<file path="config.mk">
export PLATFORM = sky130hd
export DESIGN_NAME = desc_ring_ptr
export DESIGN_NICKNAME = d
export VERILOG_FILES = /design/src/rtl/drp_pkg.sv /design/src/rtl/drp_wrap_inc.sv /design/src/rtl/drp_occupancy.sv /design/src/rtl/desc_ring_ptr.sv
export SDC_FILE = /design/constraint.sdc
export NUM_CORES = 1
export LEC_CHECK = 0
export BUFFER_PORTS_ARGS = -buffer_cell sky130_fd_sc_hd__buf_2
export CAP_MARGIN = 0
export CORE_UTILIZATION = 48
export DETAILED_ROUTE_END_ITERATION = 10
export PLACE_DENSITY_LB_ADDON = 0.05
export SYNTH_ARGS = -nofsm -noshare
export SYNTH_HDL_FRONTEND = slang
export SYNTH_SLANG_ARGS = --single-unit
</file>
<file path="constraint.sdc">
create_clock -name clk -period 4.49 [get_ports clk]
set_clock_uncertainty 0.1 [all_clocks]
set_input_delay 1.347 -clock clk [delete_from_list [all_inputs] [get_ports clk]]
set_output_delay 1.347 -clock clk [all_outputs]
set_load 0.02 [all_outputs]
</file>
<file path="src/rtl/drp_pkg.sv">
package drp_pkg;

    typedef enum logic [2:0] {
        SEL_FEN     = 3'd0,
        SEL_START   = 3'd1,
        SEL_DEPTH   = 3'd2,
        SEL_HOSTPTR = 3'd3,
        SEL_RUN     = 3'd4
    } drp_sel_e;

    localparam int FEN_START_BIT = 2;
    localparam int FEN_DEPTH_BIT = 1;
    localparam int RUN_BIT       = 0;
    localparam int DESC_SHIFT    = 5;
    localparam int DEPTH_SHIFT   = 3;

endpackage

</file>
<file path="src/rtl/drp_wrap_inc.sv">
module drp_wrap_inc #(
    parameter int IDX_W = 6,
    localparam int CNT_W = IDX_W + 1
) (
    input  logic [IDX_W-1:0] idx,
    input  logic [CNT_W-1:0] depth,
    output logic [IDX_W-1:0] nxt
);
    logic [CNT_W-1:0] sum;

    always_comb begin
        sum = CNT_W'(idx) + CNT_W'(1);
        if (sum >= depth) begin
            nxt = '0;
        end else begin
            nxt = sum[IDX_W-1:0];
        end
    end
endmodule

</file>
<file path="src/rtl/drp_occupancy.sv">
module drp_occupancy #(
    parameter int IDX_W = 6,
    localparam int CNT_W = IDX_W + 1
) (
    input  logic [IDX_W-1:0] wr_idx,
    input  logic [IDX_W-1:0] rd_idx,
    input  logic [CNT_W-1:0] depth,
    output logic [CNT_W-1:0] occ,
    output logic [CNT_W-1:0] free,
    output logic             empty,
    output logic             full
);
    always_comb begin
        if (wr_idx >= rd_idx) begin
            occ  = CNT_W'(wr_idx) - CNT_W'(rd_idx);
            free = depth - occ;
        end else begin
            free = CNT_W'(rd_idx) - CNT_W'(wr_idx);
            occ  = depth - free;
        end
        empty = (wr_idx == rd_idx);
        full  = (occ == depth - CNT_W'(1));
    end
endmodule

</file>
<file path="src/rtl/desc_ring_ptr.sv">
module desc_ring_ptr
    import drp_pkg::*;
#(
    parameter int ADDR_W      = 32,
    parameter int IDX_W       = 6,
    parameter bit HW_PRODUCER = 1'b0,
    localparam int CNT_W = IDX_W + 1,
    localparam int OFF_W = IDX_W + DESC_SHIFT
) (
    input  logic              clk,
    input  logic              rst_n,
    input  logic              reg_we,
    input  logic [2:0]        reg_sel,
    input  logic [31:0]       reg_wdata,
    input  logic              hw_adv,
    output logic              adv_ack,
    output logic [ADDR_W-1:0] start_addr,
    output logic [CNT_W-1:0]  ring_depth,
    output logic [OFF_W-1:0]  wr_off,
    output logic [OFF_W-1:0]  rd_off,
    output logic [CNT_W-1:0]  occupancy,
    output logic [CNT_W-1:0]  free_slots,
    output logic              ring_empty,
    output logic              ring_full,
    output logic [ADDR_W-1:0] fetch_addr
);
    localparam int MAX_DEPTH = 1 << IDX_W;

    typedef struct packed {
        logic [ADDR_W-1:0] start;
        logic [CNT_W-1:0]  depth;
        logic [IDX_W-1:0]  wr;
        logic [IDX_W-1:0]  rd;
        logic              fen_start;
        logic              fen_depth;
        logic              run;
    } state_t;

    state_t state_d, state_q;

    logic [IDX_W-1:0] hw_idx;
    logic [IDX_W-1:0] hw_nxt;
    logic             blocked;
    logic             depth_load;
    logic             ack_c;
    logic             run_on;
    logic [31:0]      cnt32;
    logic [31:0]      idx32;
    logic [OFF_W-1:0] hw_off;

    // Ring arithmetic
    drp_wrap_inc #(.IDX_W(IDX_W)) u_inc (
        .idx   (hw_idx),
        .depth (state_q.depth),
        .nxt   (hw_nxt)
    );

    drp_occupancy #(.IDX_W(IDX_W)) u_occ (
        .wr_idx (state_q.wr),
        .rd_idx (state_q.rd),
        .depth  (state_q.depth),
        .occ    (occupancy),
        .free   (free_slots),
        .empty  (ring_empty),
        .full   (ring_full)
    );

    // Role selection: which pointer the engine owns and what stalls it
    generate
        if (HW_PRODUCER) begin : g_producer
            assign hw_idx  = state_q.wr;
            assign blocked = ring_full;
        end else begin : g_consumer
            assign hw_idx  = state_q.rd;
            assign blocked = ring_empty;
        end
    endgenerate

    always_comb begin
        state_d    = state_q;
        depth_load = 1'b0;
        cnt32      = reg_wdata >> DEPTH_SHIFT;
        idx32      = reg_wdata >> DESC_SHIFT;

        if (reg_we) begin
            case (reg_sel)
                SEL_FEN: begin
                    state_d.fen_start = reg_wdata[FEN_START_BIT];
                    state_d.fen_depth = reg_wdata[FEN_DEPTH_BIT];
                end
                SEL_START: begin
                    if (state_q.fen_start) begin
                        state_d.start = reg_wdata[ADDR_W-1:0];
                    end
                end
                SEL_DEPTH: begin
                    if (state_q.fen_depth && (cnt32 >= 32'd2) &&
                        (cnt32 <= 32'(MAX_DEPTH))) begin
                        state_d.depth = cnt32[CNT_W-1:0];
                        state_d.wr    = '0;
                        state_d.rd    = '0;
                        depth_load    = 1'b1;
                    end
                end
                SEL_HOSTPTR: begin
                    if (idx32 < 32'(state_q.depth)) begin
                        if (HW_PRODUCER) begin
                            state_d.rd = idx32[IDX_W-1:0];
                        end else begin
                            state_d.wr = idx32[IDX_W-1:0];
                        end
                    end
                end
                SEL_RUN: begin
                    state_d.run = reg_wdata[RUN_BIT];
                end
                default: ;
            endcase
        end

        ack_c = hw_adv && state_q.run && !blocked && !depth_load;
        if (ack_c) begin
            if (HW_PRODUCER) begin
                state_d.wr = hw_nxt;
            end else begin
                state_d.rd = hw_nxt;
            end
        end
    end

    always_ff @(posedge clk or negedge rst_n) begin
        if (!rst_n) begin
            state_q           <= '0;
            state_q.depth     <= CNT_W'(MAX_DEPTH);
        end else begin
            state_q <= state_d;
        end
    end

    assign run_on     = state_q.run;
    assign adv_ack    = ack_c;
    assign start_addr = state_q.start;
    assign ring_depth = state_q.depth;
    assign wr_off     = {state_q.wr, {DESC_SHIFT{1'b0}}};
    assign rd_off     = {state_q.rd, {DESC_SHIFT{1'b0}}};
    assign hw_off     = {hw_idx, {DESC_SHIFT{1'b0}}};
    assign fetch_addr = state_q.start + ADDR_W'(hw_off);

endmodule

</file>
==> results by group <==
Outcome
  – Status: finished, violations left
  – Failing checks: setup timing

Finish
  – Ant diodes: 0
  – Nets: 814
  – Final non-filler cell area: between 6000 and 7000 um2
  – Layout cells sized above 1: 46.6%
  – Fillers: 919
  – Synthesis-to-finish area growth: 28.3%
  – Most frequent cells in the layout: 129 x buf_2, 87 x buf_4, 52 x dfrtp_1, 43 x inv_1, 42 x mux2_2
  – Commonest non-fill, non-tap cell in the layout: buf_2

Global routing
  – Initial antenna violation count: 0
  – Total track usage: 27.4%
  – Grt ovf: 0
  – Number of global-route vias before repair: roughly 4600
  – Largest net degree at the start of global routing: 41
  – First-pass GRT wire length: 23.6 mm

Routing
  – Initial DRC Count: 169
  – Post-route DRC violation count: 0
  – DRT antenna net count: 0
  – Routed WL per cell: 17.3 um
  – Router iterations before antenna repair: 4
  – Post-Route WL: 15.0 mm
  – Routed vias: 4587
  – Vias per inst: 5.30

Clock network
  – CTS Hold Buffers Added: 0
  – H-tree level count: 2
  – Clk sinks: 54
  – CTS clock-pin slew for the worst setup and hold paths: 0.10 ns
  – Worst skew pair latency: 0.32 ns
  – Clock Tree Root: clkbuf_8
  – TritonCTS buffer count: 5
  – Clock Tree Buf Depth: 2
  – CTS tree: yes

Power and ir drop
  – Switching power: 729 uW
  – Leak pwr: 0.00339 uW
  – Net Sw Frac: 42.2%
  – P_int: 1000 uW
  – Clk network pwr share: 17.3%
  – Sequential group share of total power: 40.9%
  – Power per standard cell area: 261 nW/um2
  – Worst vdd ir: 0.264 mV
  – Logic gate share of total power: 41.8%

Setup path
  – CP endpoint: ring_full
  – Crit path cell chain: inv_2 -> ha_4 -> inv_2 -> fa_2 -> xnor2_4 -> ha_4 -> a21o_1 -> maj3_2 -> a21o_1 -> a2111o_1 -> a31o_1 -> a2111oi_4 -> buf_4
  – Critical path's slowest cell: dfrtp_2
  – Max incr delay on CP: 0.42 ns
  – CP required: approximately 3 ns
  – Reg2reg start: hw_idx[1]$_DFFE_PN0P_
  – Worst reg-to-reg path cell count: 11
  – CP Launch Point: hw_idx[0]$_DFFE_PN0P_
  – CP max FO: 4
  – Worst R2R End: hw_idx[4]$_DFFE_PN0P_
  – CP Capture Type: primary output
  – Setup Crit Path Kind: register to primary output
  – Startpoint types: register
  – R2R Setup Slk: 1.74 ns
  – Worst EP arrival: 3.52 ns

STA
  – Final worst-path cycle share: 111%
  – RSZ-0062 raised after global routing: yes
  – # setup viols final: 7
  – Fin. Hold Viols: 0
  – Max frequency: 201 MHz
  – Worst slew pin tran: 0.899 ns
  – Final Worst Setup Slack: -0.479 ns
  – Crit path time final: 4.97 ns
  – Fin Setup TNS: -1.35 ns
  – Slew HR: 40.0%
  – Max-slew violation count: 0

Logic synthesis
  – Post-synth EDFFs: 0
  – Share of synthesized registers carrying an async set or reset: 100%
  – Yosys reg bits: 54
  – Cell area after synthesis: 5150 um2
  – Cell count after synthesis: 571
  – Yosys cell types: 67
  – Prevailing post-synth register cell: dfrtp_1
  – Synth area leader: dfrtp_1
  – Syn_area_per_cell: 9.03 um2
  – YS warnings: 0
  – Synth top area cells: dfrtp_1 26%, ha_1 10%, buf_4 9.8%
  – Sequential cell area fraction in the yosys report: 26.2%
  – Top cell type's share of synthesized area: 25.7%

Floorplan
  – Starting Density: 49.7%
  – IO Pins: 149
  – Die Y: 106 um
  – Die Footprint: between 10000 and 15000 um2
  – Die Wd: 106 um
  – Core area: a little over 10000 um2
  – # rows: 37

Placed design
  – GP Congestion: 0.858
  – Post-DP Area: 6040 um2
  – Number of port buffers: roughly 140
  – Detailed-placement wirelength estimate: 11.8 mm

Hold path
  – Hold/Removal Path Class: register to register

Flow run
  – Max cap viols: 0
layout make-up:
cell class	instances	area, um2	area share [%]
well taps	136	170	2.57
flip-flops and latches	54	1350	20.5
multi-input cells	397	3420	51.7
inverters	47	179	2.71
clock inverters	2	12.5	0.189
clock buffers	6	82.6	1.25
repair buffers	223	1400	21.1
logic make-up after synthesis:
kind of cell	count (synthesis)	share of synthesized area, %
simple gates	148	15.8
compound gates	89	11.5
mux	44	9.56
xor+xnor	57	9.83
fa+ha+maj	49	12.5
other cells	1	0.0727
buf+inv	129	14.5
flops	54	26.2
critical path, delay by kind of cell (launching register included):
family	cells	cell delay (ns)
buffers and inverters	3	0.31
adder cells (fa/ha/maj)	4	1.10
flip-flops	1	0.42
AO/OA/AOI/OAI	5	1.18
XOR/XNOR	1	0.20
metal layers:
metal / global-route usage (%) / wire length (um) / vias up / part of all wire, %
met2: 49.0 / 7620 / 140 / 51
met5: 0 / 0 / - / 0
met4: 11.2 / 435 / 0 / 2.9
li1: - / - / 2198 / -
met3: 4.21 / 661 / 28 / 4.4
met1: 32.6 / 6240 / 2221 / 42
sequential cells by signal, indices dropped and copies added (netlist names):
signal,flops
ring_depth,7
wr_off,6
run_on,1
state_q,2
start_addr,32
hw_idx,6
Yosys cell counts (2+ instances only):
library cell,number
buf_4,67
dfrtp_1,53
inv_1,47
ha_1,42
mux2_2,42
xnor2_1,38
o21ai_0,31
nand2_1,29
nor2_1,25
nand3_1,22
a21oi_1,20
xor2_1,18
a21o_1,14
nor3_1,14
clkbuf_1,10
nand4_1,8
and3_1,6
nand2b_1,6
nor2b_1,6
fa_1,5
nor3b_1,5
nor4_1,5
buf_2,4
nor4b_1,3
o21bai_1,3
or4_1,3
and2_1,2
mux2i_1,2
o211ai_1,2
or2_2,2
worst min-delay path by stage:
stage,from,endpoint,slack [ns],depth (start not counted)
after floorplan,state_q[1]$_DFFE_PN0P_,state_q[1]$_DFFE_PN0P_,0.37,1
after global placement,run_on$_DFFE_PN0P_,run_on$_DFFE_PN0P_,0.39,1
after detailed placement,state_q[1]$_DFFE_PN0P_,state_q[1]$_DFFE_PN0P_,0.39,1
after CTS,state_q[1]$_DFFE_PN0P_,state_q[1]$_DFFE_PN0P_,0.42,1
after global routing,run_on$_DFFE_PN0P_,run_on$_DFFE_PN0P_,0.43,1
final,state_q[1]$_DFFE_PN0P_,state_q[1]$_DFFE_PN0P_,0.41,1
power groups by stage:
stage               clock (uW)  combinational, uW  sequential (uW)
floorplan                    0                642              681
global placement             0                710              713
detailed placement           0                716              716
CTS                        302                720              707
global route               320                772              726
finish                     298                723              707
metrics by stage:
stage               utilization (%)  instances  hold WS [ns]  worst slack (ns)  total power [uW]
CTS                            62.0        859         0.416            -0.504              1730
global placement               58.2        835         0.390            -0.236              1420
global route                   63.8        865         0.433            -0.611              1820
floorplan                         -        580         0.373            -0.230              1320
detailed placement             58.2        835         0.392            -0.322              1430
finish                         63.8        865         0.409            -0.479              1730
what timing repair did:
item / 4_1_cts / 5_1_grt
setup buffers: 17 / 7
pin swaps: 31 / 24
endpoints found under the setup margin: 17 / 27
gates resized for setup: 39 / 31
Power figures use the tool's default switching activity.
